===== src/rtl/adc_port_pkg.sv =====
`timescale 1ns/1ps
package adc_port_pkg;
  typedef enum logic [1:0] {
    PH_CONVERT = 2'd0,
    PH_SLEEP   = 2'd1,
    PH_SAMPLE  = 2'd2,
    PH_SHIFT   = 2'd3
  } phase_t;

  function automatic logic edge_up(input logic now_v, input logic old_v);
    return now_v & ~old_v;
  endfunction

  function automatic logic edge_down(input logic now_v, input logic old_v);
    return ~now_v & old_v;
  endfunction

  function automatic logic drives_line(input phase_t ph);
    return (ph == PH_SAMPLE) || (ph == PH_SHIFT);
  endfunction
endpackage


===== src/rtl/adc_port_sync.sv =====
`timescale 1ns/1ps
module adc_port_sync #(
  parameter int STAGES = 2
) (
  input  logic clk,
  input  logic rst_n,
  input  logic async_i,
  output logic level_o,
  output logic prev_o
);
  logic [STAGES-1:0] chain;

  always_ff @(posedge clk or negedge rst_n) begin
    if (!rst_n) begin
      chain  <= '0;
      prev_o <= 1'b0;
    end else begin
      chain  <= {chain[STAGES-2:0], async_i};
      prev_o <= chain[STAGES-1];
    end
  end

  assign level_o = chain[STAGES-1];
endmodule


===== src/rtl/adc_port_sequencer.sv =====
`timescale 1ns/1ps
module adc_port_sequencer
  import adc_port_pkg::*;
#(
  parameter int CONV_CYCLES = 40
) (
  input  logic   clk,
  input  logic   rst_n,
  input  logic   conv_level,
  input  logic   conv_prev,
  input  logic   conv_rise,
  input  logic   conv_fall,
  input  logic   sck_fall,
  output phase_t phase,
  output logic   busy,
  output logic   load_result
);
  localparam int CW = $clog2(CONV_CYCLES + 1);
  localparam logic [CW-1:0] LAST = CW'(CONV_CYCLES - 1);

  logic [CW-1:0] remain;
  phase_t        phase_nx;

  assign load_result = (phase == PH_CONVERT) && (remain == '0) && !conv_rise;
  assign busy        = (phase == PH_CONVERT);

  always_comb begin
    phase_nx = phase;
    if (conv_rise) begin
      phase_nx = PH_CONVERT;
    end else begin
      case (phase)
        PH_CONVERT: if (remain == '0) phase_nx = conv_level ? PH_SLEEP : PH_SAMPLE;
        PH_SLEEP:   if (conv_fall)    phase_nx = PH_SAMPLE;
        PH_SAMPLE:  if (sck_fall)     phase_nx = PH_SHIFT;
        default:    phase_nx = phase;
      endcase
    end
  end

  always_ff @(posedge clk or negedge rst_n) begin
    if (!rst_n) begin
      phase  <= PH_SAMPLE;
      remain <= '0;
    end else begin
      phase <= phase_nx;
      if (conv_rise)                                  remain <= LAST;
      else if (phase == PH_CONVERT && remain != '0)   remain <= remain - 1'b1;
    end
  end

  // conversion counter steps down by exactly one per cycle
  a_r1_count_step: assert property (@(posedge clk) disable iff (!rst_n)
    (phase == PH_CONVERT && !conv_rise && remain != '0) |=> (remain == $past(remain) - 1'b1));

  // sleeping is only reachable while the strobe was held high
  a_r2_sleep_strobe_high: assert property (@(posedge clk) disable iff (!rst_n)
    (phase == PH_SLEEP) |-> conv_prev);

  // a conversion ending with the strobe low never lands in sleep
  a_r8_no_sleep_low: assert property (@(posedge clk) disable iff (!rst_n)
    (load_result && !conv_level) |=> (phase == PH_SAMPLE));
endmodule


===== src/rtl/adc_port_shifter.sv =====
`timescale 1ns/1ps
module adc_port_shifter #(
  parameter int W = 16
) (
  input  logic         clk,
  input  logic         rst_n,
  input  logic         load,
  input  logic [W-1:0] word_i,
  input  logic         step,
  output logic         bit_o
);
  logic [W-1:0] sreg;

  function automatic logic [W-1:0] drop_msb(input logic [W-1:0] w);
    return {w[W-2:0], 1'b0};
  endfunction

  always_ff @(posedge clk or negedge rst_n) begin
    if (!rst_n)    sreg <= '0;
    else if (load) sreg <= word_i;
    else if (step) sreg <= drop_msb(sreg);
  end

  assign bit_o = sreg[W-1];

  // register only moves on a load or a serial clock step
  a_r5_hold_without_step: assert property (@(posedge clk) disable iff (!rst_n)
    (!load && !step) |=> $stable(sreg));

  // zeros enter from the bottom on every step
  a_r6_zero_fill: assert property (@(posedge clk) disable iff (!rst_n)
    (step && !load) |=> !sreg[0]);
endmodule


===== src/rtl/adc_serial_port.sv =====
`timescale 1ns/1ps
module adc_serial_port
  import adc_port_pkg::*;
#(
  parameter int RES_W       = 16,
  parameter int CONV_CYCLES = 40,
  parameter int SYNC_STAGES = 2
) (
  input  logic             clk,
  input  logic             rst_n,
  input  logic             conv_i,
  input  logic             sck_i,
  input  logic [RES_W-1:0] result_i,
  output logic             sdo_o,
  output logic             sdo_oe_o,
  output logic             busy_o,
  output logic [1:0]       phase_o
);
  logic   conv_level, conv_prev, sck_level, sck_prev;
  logic   conv_rise, conv_fall, sck_fall;
  logic   load_result, shift_step;
  phase_t phase;

  adc_port_sync #(.STAGES(SYNC_STAGES)) u_conv_sync (
    .clk(clk), .rst_n(rst_n), .async_i(conv_i),
    .level_o(conv_level), .prev_o(conv_prev));

  adc_port_sync #(.STAGES(SYNC_STAGES)) u_sck_sync (
    .clk(clk), .rst_n(rst_n), .async_i(sck_i),
    .level_o(sck_level), .prev_o(sck_prev));

  assign conv_rise  = edge_up(conv_level, conv_prev);
  assign conv_fall  = edge_down(conv_level, conv_prev);
  assign sck_fall   = edge_down(sck_level, sck_prev);
  assign shift_step = sck_fall && drives_line(phase) && !conv_rise;

  adc_port_sequencer #(.CONV_CYCLES(CONV_CYCLES)) u_seq (
    .clk(clk), .rst_n(rst_n),
    .conv_level(conv_level), .conv_prev(conv_prev),
    .conv_rise(conv_rise), .conv_fall(conv_fall), .sck_fall(sck_fall),
    .phase(phase), .busy(busy_o), .load_result(load_result));

  adc_port_shifter #(.W(RES_W)) u_shift (
    .clk(clk), .rst_n(rst_n), .load(load_result), .word_i(result_i),
    .step(shift_step), .bit_o(sdo_o));

  assign sdo_oe_o = drives_line(phase);
  assign phase_o  = phase;

  // a settled-high strobe keeps the line released
  a_r4_released_when_high: assert property (@(posedge clk) disable iff (!rst_n)
    (conv_level && conv_prev) |-> !sdo_oe_o);

  // a strobe rise always leads into converting with busy set
  a_r7_rise_restarts: assert property (@(posedge clk) disable iff (!rst_n)
    conv_rise |=> (busy_o && !sdo_oe_o));
endmodule


===== config.mk =====
export PLATFORM = sky130hd
export DESIGN_NAME = adc_serial_port
export DESIGN_NICKNAME = d
export VERILOG_FILES = /design/src/rtl/adc_port_pkg.sv /design/src/rtl/adc_port_sync.sv /design/src/rtl/adc_port_sequencer.sv /design/src/rtl/adc_port_shifter.sv /design/src/rtl/adc_serial_port.sv
export SDC_FILE = /design/constraint.sdc
export NUM_CORES = 1
export LEC_CHECK = 0
export BUFFER_PORTS_ARGS = -buffer_cell sky130_fd_sc_hd__buf_2
export CAP_MARGIN = 40
export CORE_UTILIZATION = 55
export CTS_BUF_LIST = sky130_fd_sc_hd__clkbuf_4
export CTS_CLUSTER_DIAMETER = 150
export DETAILED_ROUTE_END_ITERATION = 6
export GPL_TIMING_DRIVEN = 0
export PLACE_DENSITY = 0.83
export SLEW_MARGIN = 0
export SYNTH_ARGS = -nofsm -noshare
export SYNTH_HDL_FRONTEND = slang
export SYNTH_HIERARCHICAL = 1
export SYNTH_SLANG_ARGS = --single-unit

===== constraint.sdc =====
create_clock -name clk -period 2.6 [get_ports clk]
set_clock_uncertainty 0.2 [all_clocks]
set_input_delay 0.13 -clock clk [delete_from_list [all_inputs] [get_ports clk]]
set_output_delay 0.13 -clock clk [all_outputs]
set_load 0.02 [all_outputs]

==> flow_summary.yaml <==
timing:
  fin_tns_setup_ns: 0
  hold_violations: 0
  maxSlewViolCount: 0
  rsz0062_at_grt: "false"
  setup_ws_ns: 0.168
  min_period_ns: 2.43
  finalSetupViolCount: 0
  worstMarginPinSlew_ns: 0.639
  timing.final.crit_share_pct: 93.5
  slew_headroom_pct: 57.4
  hold_ws_ns: 0.154
  timing.fmax_mhz: 411
setup_path:
  critPathMaxFanout: 10
  worstSetupStartpointType: "flip-flop"
  required_ns: 2.60
  crit_arrival_ns: 2.43
  rr_endpoint: "u_shift/sreg[1]"
  worstSetupEndpointType: "flip-flop"
  rrSetupSlack_ns: 0.17
  critPathKind: "flip-flop to flip-flop"
  worstRegToRegCells: 6
  reg2reg_from: "u_seq/phase[0]"
global_routing:
  overflow: 0
  antenna_found_initial: 0
  grt_pass1_wl_um: 4990
  grt_max_degree: 31
  grt.total_usage_pct: 25.3
  grt_pass1_vias: 1149
die:
  boundaryPins: 25
  fp-row-count: 18
  die_area_um2: 2920
  die_h_um: 54.1
  die_width_um: 54.1
  start_util_pct: 59.1
  coreArea_um2: 2520
cells_and_area:
  drive_above_1_share_pct: 24.9
  diodes: 0
  syn2layout_area_growth_pct: 28.9
  fillers: 165
  nNetsFinal: 209
  post-route-util_pct: 76.1
pwr:
  netSwitchingPower_mw: 0.655
  pwr-share-seq_pct: 41.6
  cellInternalPower_mw: 1.19
  vdd_drop_max_mv: 0.731
  swShare_pct: 35.5
  p_comb_share_pct: 37.8
  power_mw: 1.84
  leakage_nw: 0.835
  power_density_nw_per_um2: 960
  pwr-share-clk_pct: 20.6
clocking:
  clk_latency_ns: 0.33
  cts_tree: "yes"
  cts_max_path_buffers: 2
  numCtsBuffers: 5
  cts_sinks: 30
  cts_htree_levels: 2
  cts-resized-gates: 0
  root_buffer: "clkbuf_4"
  clkTransAtPathRegs_ns: 0.10
logic_synthesis:
  synthTopCellsByArea: "dfrtp_1, mux2i_1, nand2_1, ha_1, o21ai_1"
  yosysTopAreaCell: "dfrtp_1"
  async_flop_share_pct: 100
  netlist_instances: 134
  ys_warn_count: 6
  syn_area_um2: 1490
  synth_seq_cells: 30
  synthDominantCellAreaShare_pct: 48.7
  synth_top_flop_cell: "dfrtp_1"
  synth_common_cells: "dfrtp_1, nand2_1, mux2i_1, o21ai_1"
  ys_seq_area_share_pct: 50.5
  synth_fp_nets: 159
  avgSynthCellArea_um2: 11.1
  synth_most_common_cell: "dfrtp_1"
  synth_edf_count: 0
  synth_cell_types: 37
drt:
  ant_nets: 0
  via_count: 1169
  viasPerCell: 5.44
  post-route-drc-count: 0
  wire_per_inst_um: 14.6
  drt_pass1_iterations: 4
  drt_wl_total_um: 3140
  drt_iter0_markers: 28
placed_design:
  place_ws_ns: 0.251
  dpl.hpwl_um: 1930
  gp_congestion: 0.779
  portBuffers: 24
status:
  outcome: "finished, final reports clean"
hold_path:
  hp-class: "input port to async pin"
job:
  maxCapViolations: 0
routing by layer:
metal | global-route usage [%] | vias up | wire length (um)
met1 | 28.1 | 571 | 1260
met3 | 7.34 | 7 | 112
met4 | 10.7 | 0 | 51
met2 | 44.7 | 27 | 1720
met5 | 0 | - | 0
li1 | - | 564 | -
logic make-up after synthesis:
family                   synth area share (%)
XOR/XNOR                                0.588
AND/OR/NAND/NOR                          12.8
multiplexers                             10.1
flip-flops                               50.5
AO/OA/AOI/OAI                            16.5
buffers and inverters                    5.29
adder cells (fa/ha/maj)                  4.20
through the flow:
step           instances  instance area (um2)
6_report             215                 1920
5_1_grt              215                 1920
4_1_cts              215                 1920
3_5_place_dp         188                 1650
3_3_place_gp         188                 1650
2_1_floorplan        134                 1490
flip-flops by register name (all words and copies together) (netlist names):
name	flops
u_shift/sreg	16
u_seq/remain	6
u_conv_sync/chain	2
u_sck_sync/chain	2
u_seq/phase	2
u_conv_sync/prev_o	1
u_sck_sync/prev_o	1
worst max path at each step:
| stage | startpoint | endpoint | cells after the start |
|---|---|---|---|
| floorplan | u_seq/phase[0] | u_shift/sreg[14] | 6 |
| global placement | u_seq/phase[0] | u_shift/sreg[2] | 6 |
| detailed placement | u_seq/phase[0] | u_shift/sreg[1] | 6 |
| CTS | u_seq/phase[0] | u_shift/sreg[1] | 6 |
| global route | u_seq/phase[0] | u_shift/sreg[1] | 6 |
| finish | u_seq/phase[0] | u_shift/sreg[1] | 6 |
what timing repair did:
item	in CTS	in global routing
endpoints found under the hold margin	47	0
buffers inserted	0	0
hold buffers	19	0
power groups by stage:
stage,sequential [mW],combinational [mW],clock (mW)
2_1_floorplan,0.770,0.492,0
5_1_grt,0.787,0.766,0.411
3_5_place_dp,0.775,0.664,0
3_3_place_gp,0.759,0.622,0
4_1_cts,0.766,0.687,0.392
6_report,0.768,0.697,0.379
critical path, cell delays in order (launching register included):
cell	delay (ns)
dfrtp_1	0.42
inv_1	0.11
ha_1	0.39
nand3b_1	0.21
nor3_1	0.40
clkbuf_1	0.41
o21ai_0	0.17
cell usage in the layout (no fill, tap or decap), drive strengths merged:
cell type,n
a21oi,3
o41a,1
a211oi,1
a31o,1
nor2b,3
bufinv,1
a221oi,1
nand2b,3
nand3,2
dfrtp,29
nor2,6
mux2i,15
inv,7
and2b,1
nand2,17
o31a,1
dfstp,1
ha,5
buf,29
nor3,3
o21ai,16
clkbuf,9
and3b,1
a2bb2oi,1
a311oi,2
nand3b,1
o41ai,1
a211o,2
dlygate4sd3,19
xnor2,1
a21o,2
layout make-up:
class / instances / area, um2 / area share (%)
sequential: 30 / 752 / 39.2
multi-input combinational: 90 / 659 / 34.3
timing repair buffer: 43 / 310 / 16.2
clock buffer: 7 / 52.6 / 2.74
buffer: 7 / 52.6 / 2.74
tap: 30 / 37.5 / 1.95
clock inverter: 1 / 30.0 / 1.56
inverter: 7 / 26.3 / 1.37
(Power assumes the default switching activity.)
